`src/rtl/ipv4_fp_pkg.sv`:
```
package ipv4_fp_pkg;

    localparam int HDR_W    = 160;
    localparam int WORD_W   = 16;
    localparam int N_WORDS  = HDR_W / WORD_W;

    // field positions (network byte order, first byte at the top)
    localparam int VER_LSB  = 156;
    localparam int IHL_LSB  = 152;
    localparam int MF_BIT   = 109;
    localparam int OFF_LSB  = 96;
    localparam int OFF_W    = 13;
    localparam int TTL_LSB  = 88;
    localparam int TTL_W    = 8;
    localparam int CSUM_LSB = 64;
    localparam int DST_LSB  = 0;
    localparam int DST_W    = 32;

    localparam int RSN_W    = 3;

    typedef logic [HDR_W-1:0] hdr_t;

    typedef enum logic [RSN_W-1:0] {
        RSN_NONE    = 3'd0,
        RSN_VERSION = 3'd1,
        RSN_TTL     = 3'd2,
        RSN_OPTIONS = 3'd3,
        RSN_FRAG    = 3'd4,
        RSN_MCAST   = 3'd5
    } reason_e;

    localparam int N_RSN = 6;

    typedef enum logic {
        ST_IDLE = 1'b0,
        ST_HOLD = 1'b1
    } ostate_e;

endpackage

```
`src/rtl/ipv4_fp_classify.sv`:
```
module ipv4_fp_classify
    import ipv4_fp_pkg::*;
#(
    parameter int                 MCAST_W   = 4,
    parameter logic [MCAST_W-1:0] MCAST_VAL = 'hE
) (
    input  logic [3:0]         ver,
    input  logic [3:0]         ihl,
    input  logic [TTL_W-1:0]   ttl,
    input  logic               more_frag,
    input  logic [OFF_W-1:0]   frag_off,
    input  logic [MCAST_W-1:0] dst_hi,
    output reason_e            reason
);

    logic [N_RSN-1:0] hit;

    always_comb begin
        hit              = '0;
        hit[RSN_VERSION] = (ver != 4'd4) || (ihl < 4'd5);
        hit[RSN_TTL]     = (ttl < 8'd2);
        hit[RSN_OPTIONS] = (ihl > 4'd5);
        hit[RSN_FRAG]    = more_frag || (frag_off != '0);
        hit[RSN_MCAST]   = (dst_hi == MCAST_VAL);
    end

    // lowest-numbered exception wins
    always_comb begin
        reason = RSN_NONE;
        for (int k = N_RSN - 1; k >= 1; k--) begin
            if (hit[k]) reason = reason_e'(RSN_W'(k));
        end
    end

endmodule

```
`src/rtl/ipv4_fp_patch.sv`:
```
module ipv4_fp_patch
    import ipv4_fp_pkg::*;
(
    input  hdr_t hdr_in,
    output hdr_t hdr_out
);

    logic [TTL_W-1:0]  ttl_new;
    logic [WORD_W-1:0] csum_old;
    logic [WORD_W:0]   raw_sum;
    logic [WORD_W-1:0] folded;

    // TTL sits in the upper byte of its 16-bit word, so the word drops by
    // 0x0100; the complement of the change is 0xFEFF in one's complement.
    localparam logic [WORD_W-1:0] DELTA_C = 16'hFEFF;

    always_comb begin
        ttl_new  = hdr_in[TTL_LSB +: TTL_W] - 8'd1;
        csum_old = hdr_in[CSUM_LSB +: WORD_W];
        raw_sum  = {1'b0, ~csum_old} + {1'b0, DELTA_C};
        folded   = raw_sum[WORD_W-1:0] + {{(WORD_W-1){1'b0}}, raw_sum[WORD_W]};

        hdr_out                        = hdr_in;
        hdr_out[TTL_LSB +: TTL_W]      = ttl_new;
        hdr_out[CSUM_LSB +: WORD_W]    = ~folded;
    end

endmodule

```
`src/rtl/ipv4_fp_outreg.sv`:
```
module ipv4_fp_outreg
    import ipv4_fp_pkg::*;
(
    input  logic    clk,
    input  logic    rst_n,
    input  logic    in_valid,
    output logic    in_ready,
    input  hdr_t    d_hdr,
    input  logic    d_fast,
    input  reason_e d_reason,
    output logic    out_valid,
    input  logic    out_ready,
    output hdr_t    q_hdr,
    output logic    q_fast,
    output reason_e q_reason
);

    ostate_e state, state_nxt;
    logic    load;

    always_comb begin
        state_nxt = state;
        unique case (state)
            ST_IDLE: if (in_valid)                state_nxt = ST_HOLD;
            ST_HOLD: if (out_ready && !in_valid)  state_nxt = ST_IDLE;
        endcase
    end

    assign in_ready  = (state == ST_IDLE) || out_ready;
    assign load      = in_valid && in_ready;
    assign out_valid = (state == ST_HOLD);

    // state register
    always_ff @(posedge clk or negedge rst_n) begin
        if (!rst_n) state <= ST_IDLE;
        else        state <= state_nxt;
    end

    // output register
    always_ff @(posedge clk or negedge rst_n) begin
        if (!rst_n) begin
            q_hdr    <= '0;
            q_fast   <= 1'b0;
            q_reason <= RSN_NONE;
        end else if (load) begin
            q_hdr    <= d_hdr;
            q_fast   <= d_fast;
            q_reason <= d_reason;
        end
    end

endmodule

```
`src/rtl/ipv4_fastpath.sv`:
```
module ipv4_fastpath
    import ipv4_fp_pkg::*;
#(
    parameter int                 MCAST_W   = 4,
    parameter logic [MCAST_W-1:0] MCAST_VAL = 'hE
) (
    input  logic         clk,
    input  logic         rst_n,
    input  logic         in_valid,
    output logic         in_ready,
    input  logic [159:0] in_hdr,
    output logic         out_valid,
    input  logic         out_ready,
    output logic [159:0] out_hdr,
    output logic         out_fast,
    output logic [2:0]   out_reason
);

    reason_e rsn, q_rsn;
    hdr_t    patched, chosen;
    logic    fast;

    ipv4_fp_classify #(
        .MCAST_W   (MCAST_W),
        .MCAST_VAL (MCAST_VAL)
    ) u_classify (
        .ver       (in_hdr[VER_LSB +: 4]),
        .ihl       (in_hdr[IHL_LSB +: 4]),
        .ttl       (in_hdr[TTL_LSB +: TTL_W]),
        .more_frag (in_hdr[MF_BIT]),
        .frag_off  (in_hdr[OFF_LSB +: OFF_W]),
        .dst_hi    (in_hdr[DST_LSB + DST_W - MCAST_W +: MCAST_W]),
        .reason    (rsn)
    );

    ipv4_fp_patch u_patch (
        .hdr_in  (in_hdr),
        .hdr_out (patched)
    );

    assign fast   = (rsn == RSN_NONE);
    assign chosen = fast ? patched : in_hdr;

    ipv4_fp_outreg u_outreg (
        .clk       (clk),
        .rst_n     (rst_n),
        .in_valid  (in_valid),
        .in_ready  (in_ready),
        .d_hdr     (chosen),
        .d_fast    (fast),
        .d_reason  (rsn),
        .out_valid (out_valid),
        .out_ready (out_ready),
        .q_hdr     (out_hdr),
        .q_fast    (out_fast),
        .q_reason  (q_rsn)
    );

    assign out_reason = q_rsn;

endmodule

```
`config.mk`:
```
export PLATFORM = sky130hd
export DESIGN_NAME = ipv4_fastpath
export DESIGN_NICKNAME = d
export VERILOG_FILES = /design/src/rtl/ipv4_fp_pkg.sv /design/src/rtl/ipv4_fp_classify.sv /design/src/rtl/ipv4_fp_patch.sv /design/src/rtl/ipv4_fp_outreg.sv /design/src/rtl/ipv4_fastpath.sv
export SDC_FILE = /design/constraint.sdc
export NUM_CORES = 1
export LEC_CHECK = 0
export BUFFER_PORTS_ARGS = -buffer_cell sky130_fd_sc_hd__clkbuf_2
export CORE_MARGIN = 3
export CORE_UTILIZATION = 35
export CTS_BUF_LIST = sky130_fd_sc_hd__clkbuf_16
export CTS_CLUSTER_DIAMETER = 200
export DETAILED_ROUTE_END_ITERATION = 8
export MAX_ROUTING_LAYER = met4
export SYNTH_ARGS = -nofsm -noshare
export SYNTH_HDL_FRONTEND = slang
export SYNTH_SLANG_ARGS = --single-unit
```
`constraint.sdc`:
```
create_clock -name clk -period 2.1 [get_ports clk]
set_input_delay 0.315 -clock clk [delete_from_list [all_inputs] [get_ports clk]]
set_output_delay 0.315 -clock clk [all_outputs]
set_load 0.02 [all_outputs]
```
After elaboration in Yosys (flattened, before gate mapping). Cells that the tools add are included.

Bits in registers: 165. Output and inout port bits: 166. Word-level logic and storage cells: 32.

Add/sub/neg operators: 3. $lt $le $gt $ge: 3. Eq/ne operators: 2. Multiplexer cells: 9. Bitwise operators: 3. Reductions and logical operators: 8.

Operator list (count): two-way mux 96 bit (1); inverter 16 bit (2); adder 16 x 16 -> 17 bit, second input constant (1); adder 16 x 1 -> 16 bit (1); two-way mux 3 bit (5); nonzero test 13 bit (1); less-than comparator 8 x 2 -> 1 bit, second input constant (1); subtractor 8 x 1 -> 8 bit, second input constant (1); == test 4 bit, second input constant (1); > comparator 4 x 3 -> 1 bit, second input constant (1); less-than comparator 4 x 3 -> 1 bit, second input constant (1); != test 4 x 3 -> 1 bit, second input constant (1); zero test 3 bit (1); logical OR 1 bit (3); logical AND 1 bit (2); two-way mux 1 bit (2); case mux 1 bit (2 select lines) (1); zero test 1 bit (1); inverter 1 bit (1).

Longest topological paths before layout.
Depth after elaboration: 8. Gate-level depth with buffers: 13.

Cells and area by module. Synthesis repeated with hierarchy kept, for this count alone.

Cells, all modules: 811. Area total of the unflattened synthesis: 10906.7 µm².

By module, submodules not included: ipv4_fp_outreg (instances 1, cells an instance 350, area each 6906.6 µm², seq. area each 4129.0 µm²); ipv4_fastpath (instances 1, cells an instance 178, area each 1955.6 µm², seq. area each 0.0 µm²); ipv4_fp_patch (instances 1, cells an instance 265, area each 1921.8 µm², seq. area each 0.0 µm²); ipv4_fp_classify (instances 1, cells an instance 18, area each 122.6 µm², seq. area each 0.0 µm²).

Least setup slack after synthesis. Ideal clock, no wire load.

Path kind: input port to flip-flop. From: in in_hdr[64]. To: reg u_outreg.q_hdr[78]. Library setup time: 0.126 ns. Data arrival time: 2.652 ns. Required time: 1.974 ns. Setup slack: -0.678 ns. Stages: 13. Cell sequence: ha_1 and2_1 clkbuf_1 a41o_4 nand4_1 ha_1 ha_1 inv_1 o32a_1 nor3_1 nor3b_2 xor2_1 o22ai_1.

Cells in the longest elaborated chain, start to end: 5.

RTL lines: start, declared (line ipv4_fastpath.sv:11) `input logic [159:0] in_hdr,`; inverter 16 bit (line ipv4_fp_patch.sv:20) `raw_sum = {1'b0, ~csum_old} + {1'b0, DELTA_C};`; adder 16 x 16 -> 17 bit (line ipv4_fp_patch.sv:20); adder 16 x 1 -> 16 bit (line ipv4_fp_patch.sv:21) `folded = raw_sum[WORD_W-1:0] + {{(WORD_W-1){1'b0}}, raw_sum[WORD_W]};`; inverter 16 bit (line ipv4_fp_patch.sv:25) `hdr_out[CSUM_LSB +: WORD_W] = ~folded;`; two-way mux 96 bit (line ipv4_fastpath.sv:42) `assign chosen = fast ? patched : in_hdr;`; end signal, assigned (line ipv4_fp_outreg.sv:46) `q_hdr <= d_hdr;`; end, declared (line ipv4_fp_outreg.sv:13) `output hdr_t q_hdr,`.

Every way passes these cells. A chain may end at the register's enable or synchronous reset.

Worst setup path after layout.
From: in in_hdr[65]. To: reg u_outreg.q_hdr[78].

The elaborated chain is that of the path after synthesis.

==> impl_metrics.env <==
export IMPL_status="finished, final reports clean"
export IMPL_antenna_cells=0
export IMPL_hold_viol_final=0
export IMPL_wire_per_inst_um=15.1
export IMPL_drcViolationCount=0
export IMPL_clock_sinks=165
export IMPL_cts_buffer_depth=2
export IMPL_critPathSlowestCell="o32a_1"
export IMPL_cts_buffers=17
export IMPL_place_inst=1479
export IMPL_fin_area_um2=10500
export IMPL_ir_worst_vdd_v=0.000523
export IMPL_power_leakage_nw=5.75
export IMPL_mappedNetlistArea_um2=7280
export IMPL_grt_max_degree=68
export IMPL_yosysUniqueCellTypes=54
export IMPL_hpwl_um=17300
export IMPL_final_nets=1401
export IMPL_r2r_slack_ns=0.55
export IMPL_synth_edf_count=0
export IMPL_cp_max_fo=3
export IMPL_initial_utilization_pct=35.7
export IMPL_cp_start_kind="input port"
export IMPL_cap_violations=0
export IMPL_drtIter0Drc=358
export IMPL_relSlewSlack_pct=64.7
export IMPL_required_ns=2.41
export IMPL_yosys_top_cells_area="dfrtp_1 57%, nand2_1 23%, clkbuf_1 1.9%, xnor2_1 1.6%, xor2_1 1.3%"
export IMPL_die_w_um=150
export IMPL_critPathArrivalTime_ns=2.38
export IMPL_routed_wl_um=22900
export IMPL_synth_seq_area_share_pct=56.7
export IMPL_cts_root_buf="clkbuf_16"
export IMPL_drive_gt1_share_pct=37.3
export IMPL_ys_warnings_count=0
export IMPL_die_area_um2=22600
export IMPL_cts_tree="built"
export IMPL_setup_violations=0
export IMPL_portBuffers=329
export IMPL_yosysTopAreaCellShare_pct=56.7
export IMPL_netlist_instances=853
export IMPL_hold_path_class="in -> reg"
export IMPL_whs_path_depth=3
export IMPL_fmax_ghz=0.483
export IMPL_ff_latch_area_um2=4130
export IMPL_clock_skew_ns=0.00778
export IMPL_ioPinCount=330
export IMPL_async_flop_share_pct=100
export IMPL_yosys_area_top_type="dfrtp_1"
export IMPL_dr_pass1_iters=4
export IMPL_critical_path_cell_chain="buf_8 -> ha_4 -> and2_4 -> a41o_4 -> nand4_1 -> ha_2 -> ha_4 -> inv_2 -> o32a_1 -> nor3_2 -> nor3b_2 -> xor2_1 -> o22ai_1"
export IMPL_gp_congestion=0.860
export IMPL_core_area_um2=20400
export IMPL_cp_end_kind="flop"
export IMPL_rsz0062_at_grt="yes"
export IMPL_power_density_nw_per_um2=861
export IMPL_ant_nets=0
export IMPL_viasPerCell=4.62
export IMPL_final_max_slew_violation_count=0
export IMPL_syn_avg_cell_area_um2=8.53
export IMPL_antenna_found_initial=0
export IMPL_via_count=7006
export IMPL_rows=52
export IMPL_slowest_delay_ns=0.32
export IMPL_instances_no_fill=1515
export IMPL_grt_pass1_vias=6903
export IMPL_globalRouteTotalUtil_pct=20.6
export IMPL_crit_type="in -> reg"
export IMPL_synth_seq_cells=165
export IMPL_grt_pass1_wl_um=35600
export IMPL_fin_crit_sh_pct=98.7
export IMPL_die_height_um=150
export IMPL_tightest_slew_ns=0.529
export IMPL_worst_r2r_path_depth=5
export IMPL_clk_latency_ns=0.42
export IMPL_multiInputGateArea_um2=3020
export IMPL_clk_pin_slew_ns=0.08
export IMPL_synthesis_nets=1021
export IMPL_grt_ovfl_total=0
export IMPL_post_dp_cell_area_um2=9750
export IMPL_htree_levels=4
export IMPL_fillers=1998
export IMPL_synthToLayoutAreaGrowth_pct=43.6
export IMPL_synth_ff_type="dfrtp_1"
export IMPL_layout_min_cycle_time_ns=2.07
export IMPL_critPathMostFrequentCell="ha_4"
==> placed cells by master, fill, tap and decap left out, types with 4 or more instances in the layout <==
cell,count
nand3_1,9
o21ai_1,10
buf_4,73
and3_1,4
o211ai_1,4
o21ai_0,16
nand2_1,451
clkbuf_2,326
nor3_1,4
nor4_1,4
buf_12,6
a31oi_1,4
xnor2_1,13
xor2_1,11
a21oi_1,14
or3_1,6
nor2_1,19
clkbuf_16,17
nand4_1,4
dfrtp_1,165
inv_1,7
nand2b_1,4
==> sequential cells by signal (all words and copies together) (netlist names) <==
name and flops:
u_outreg.q_hdr 160, u_outreg.q_reason 3, u_outreg.out_valid 1, u_outreg.q_fast 1
==> per-stage QoR <==
stage,setup slack [ns],hold slack (ns),TNS [ns],util [%],power [mW]
2_1_floorplan,-0.415,0.0194,-2.49,-,4.93
3_3_place_gp,-0.465,0.313,-8.01,47.9,5.87
3_5_place_dp,-0.508,0.318,-8.76,47.9,5.90
4_1_cts,-0.0325,0.0560,-0.0325,51.1,9.12
5_1_grt,-0.0567,0.0560,-0.136,51.3,9.50
6_report,0.0276,0.0682,0,51.3,9.00
==> critical path, delay by kind of cell <==
| kind | cells | cell delay (ns) |
|---|---|---|
| AO/OA/AOI/OAI | 3 | 0.60 |
| XOR/XNOR | 1 | 0.16 |
| AND/OR/NAND/NOR | 4 | 0.68 |
| adder cells (fa/ha/maj) | 3 | 0.51 |
| buffers and inverters | 2 | 0.13 |
==> Yosys cell counts (7+ instances only) <==
cell	number
a21oi_1	14
buf_2	7
clkbuf_1	36
dfrtp_1	165
inv_1	7
nand2_1	452
nand3_1	10
nor2_1	22
o21ai_0	18
o21ai_1	8
xnor2_1	13
xor2_1	11
==> power breakdown <==
group	internal, mW	total, mW	switching (mW)
Clock	1.78	3.17	1.38
Combinational	0.713	2.03	1.32
Sequential	3.58	3.80	0.219
==> path summary, 6_finish.rpt <==
| kind | from | endpoint |
|---|---|---|
| max | in_hdr[65] | u_outreg.q_hdr[78] |
| min | in_hdr[9] | u_outreg.q_hdr[9] |
| max reg2reg | u_outreg.out_valid | u_outreg.q_hdr[65] |
| min reg2reg | u_outreg.q_hdr[107] | u_outreg.q_hdr[107] |
| max in group asynchronous | rst_n | u_outreg.q_hdr[44] |
| min in group asynchronous | rst_n | u_outreg.q_hdr[34] |
==> layer usage <==
| metal | track usage (%) | vias to the layer above | share of wire, % |
|---|---|---|---|
| li1 | - | 3490 | - |
| met5 | - | - | 0 |
| met3 | 6.38 | 21 | 7.7 |
| met1 | 25.9 | 3249 | 43 |
| met4 | 5.31 | 0 | 1.8 |
| met2 | 32.7 | 246 | 48 |
==> cells by family (layout without fill, tap and decap cells) <==
family / count (synthesis) / after routing / share of synthesized area, %
DFF: 165 / 165 / 56.7
xor gates and xnor gates: 24 / 24 / 2.89
and+or+nand+nor: 532 / 532 / 29.8
adders and majority gates: 4 / 4 / 0.688
AOI/OAI and AO/OA: 73 / 73 / 6.74
buffers and inverters: 55 / 447 / 3.16
==> cell type report <==
type	count	area share, %
well taps	270	3.23
repair buffers	409	22.5
inverters	7	0.251
flip-flops and latches	165	39.5
multi-input cells	633	28.8
clock inverters	14	1.63
clock buffers	17	4.07
==> timing repair <==
item                                    in CTS  in global routing
hold endpoints to repair                    46                  0
pin swaps                                    7                  7
hold buffers                                 1                  0
setup buffers                                3                  1
gates resized for setup                      4                 11
endpoints found under the setup margin       4                 10
Power figures use the tool's default switching activity.
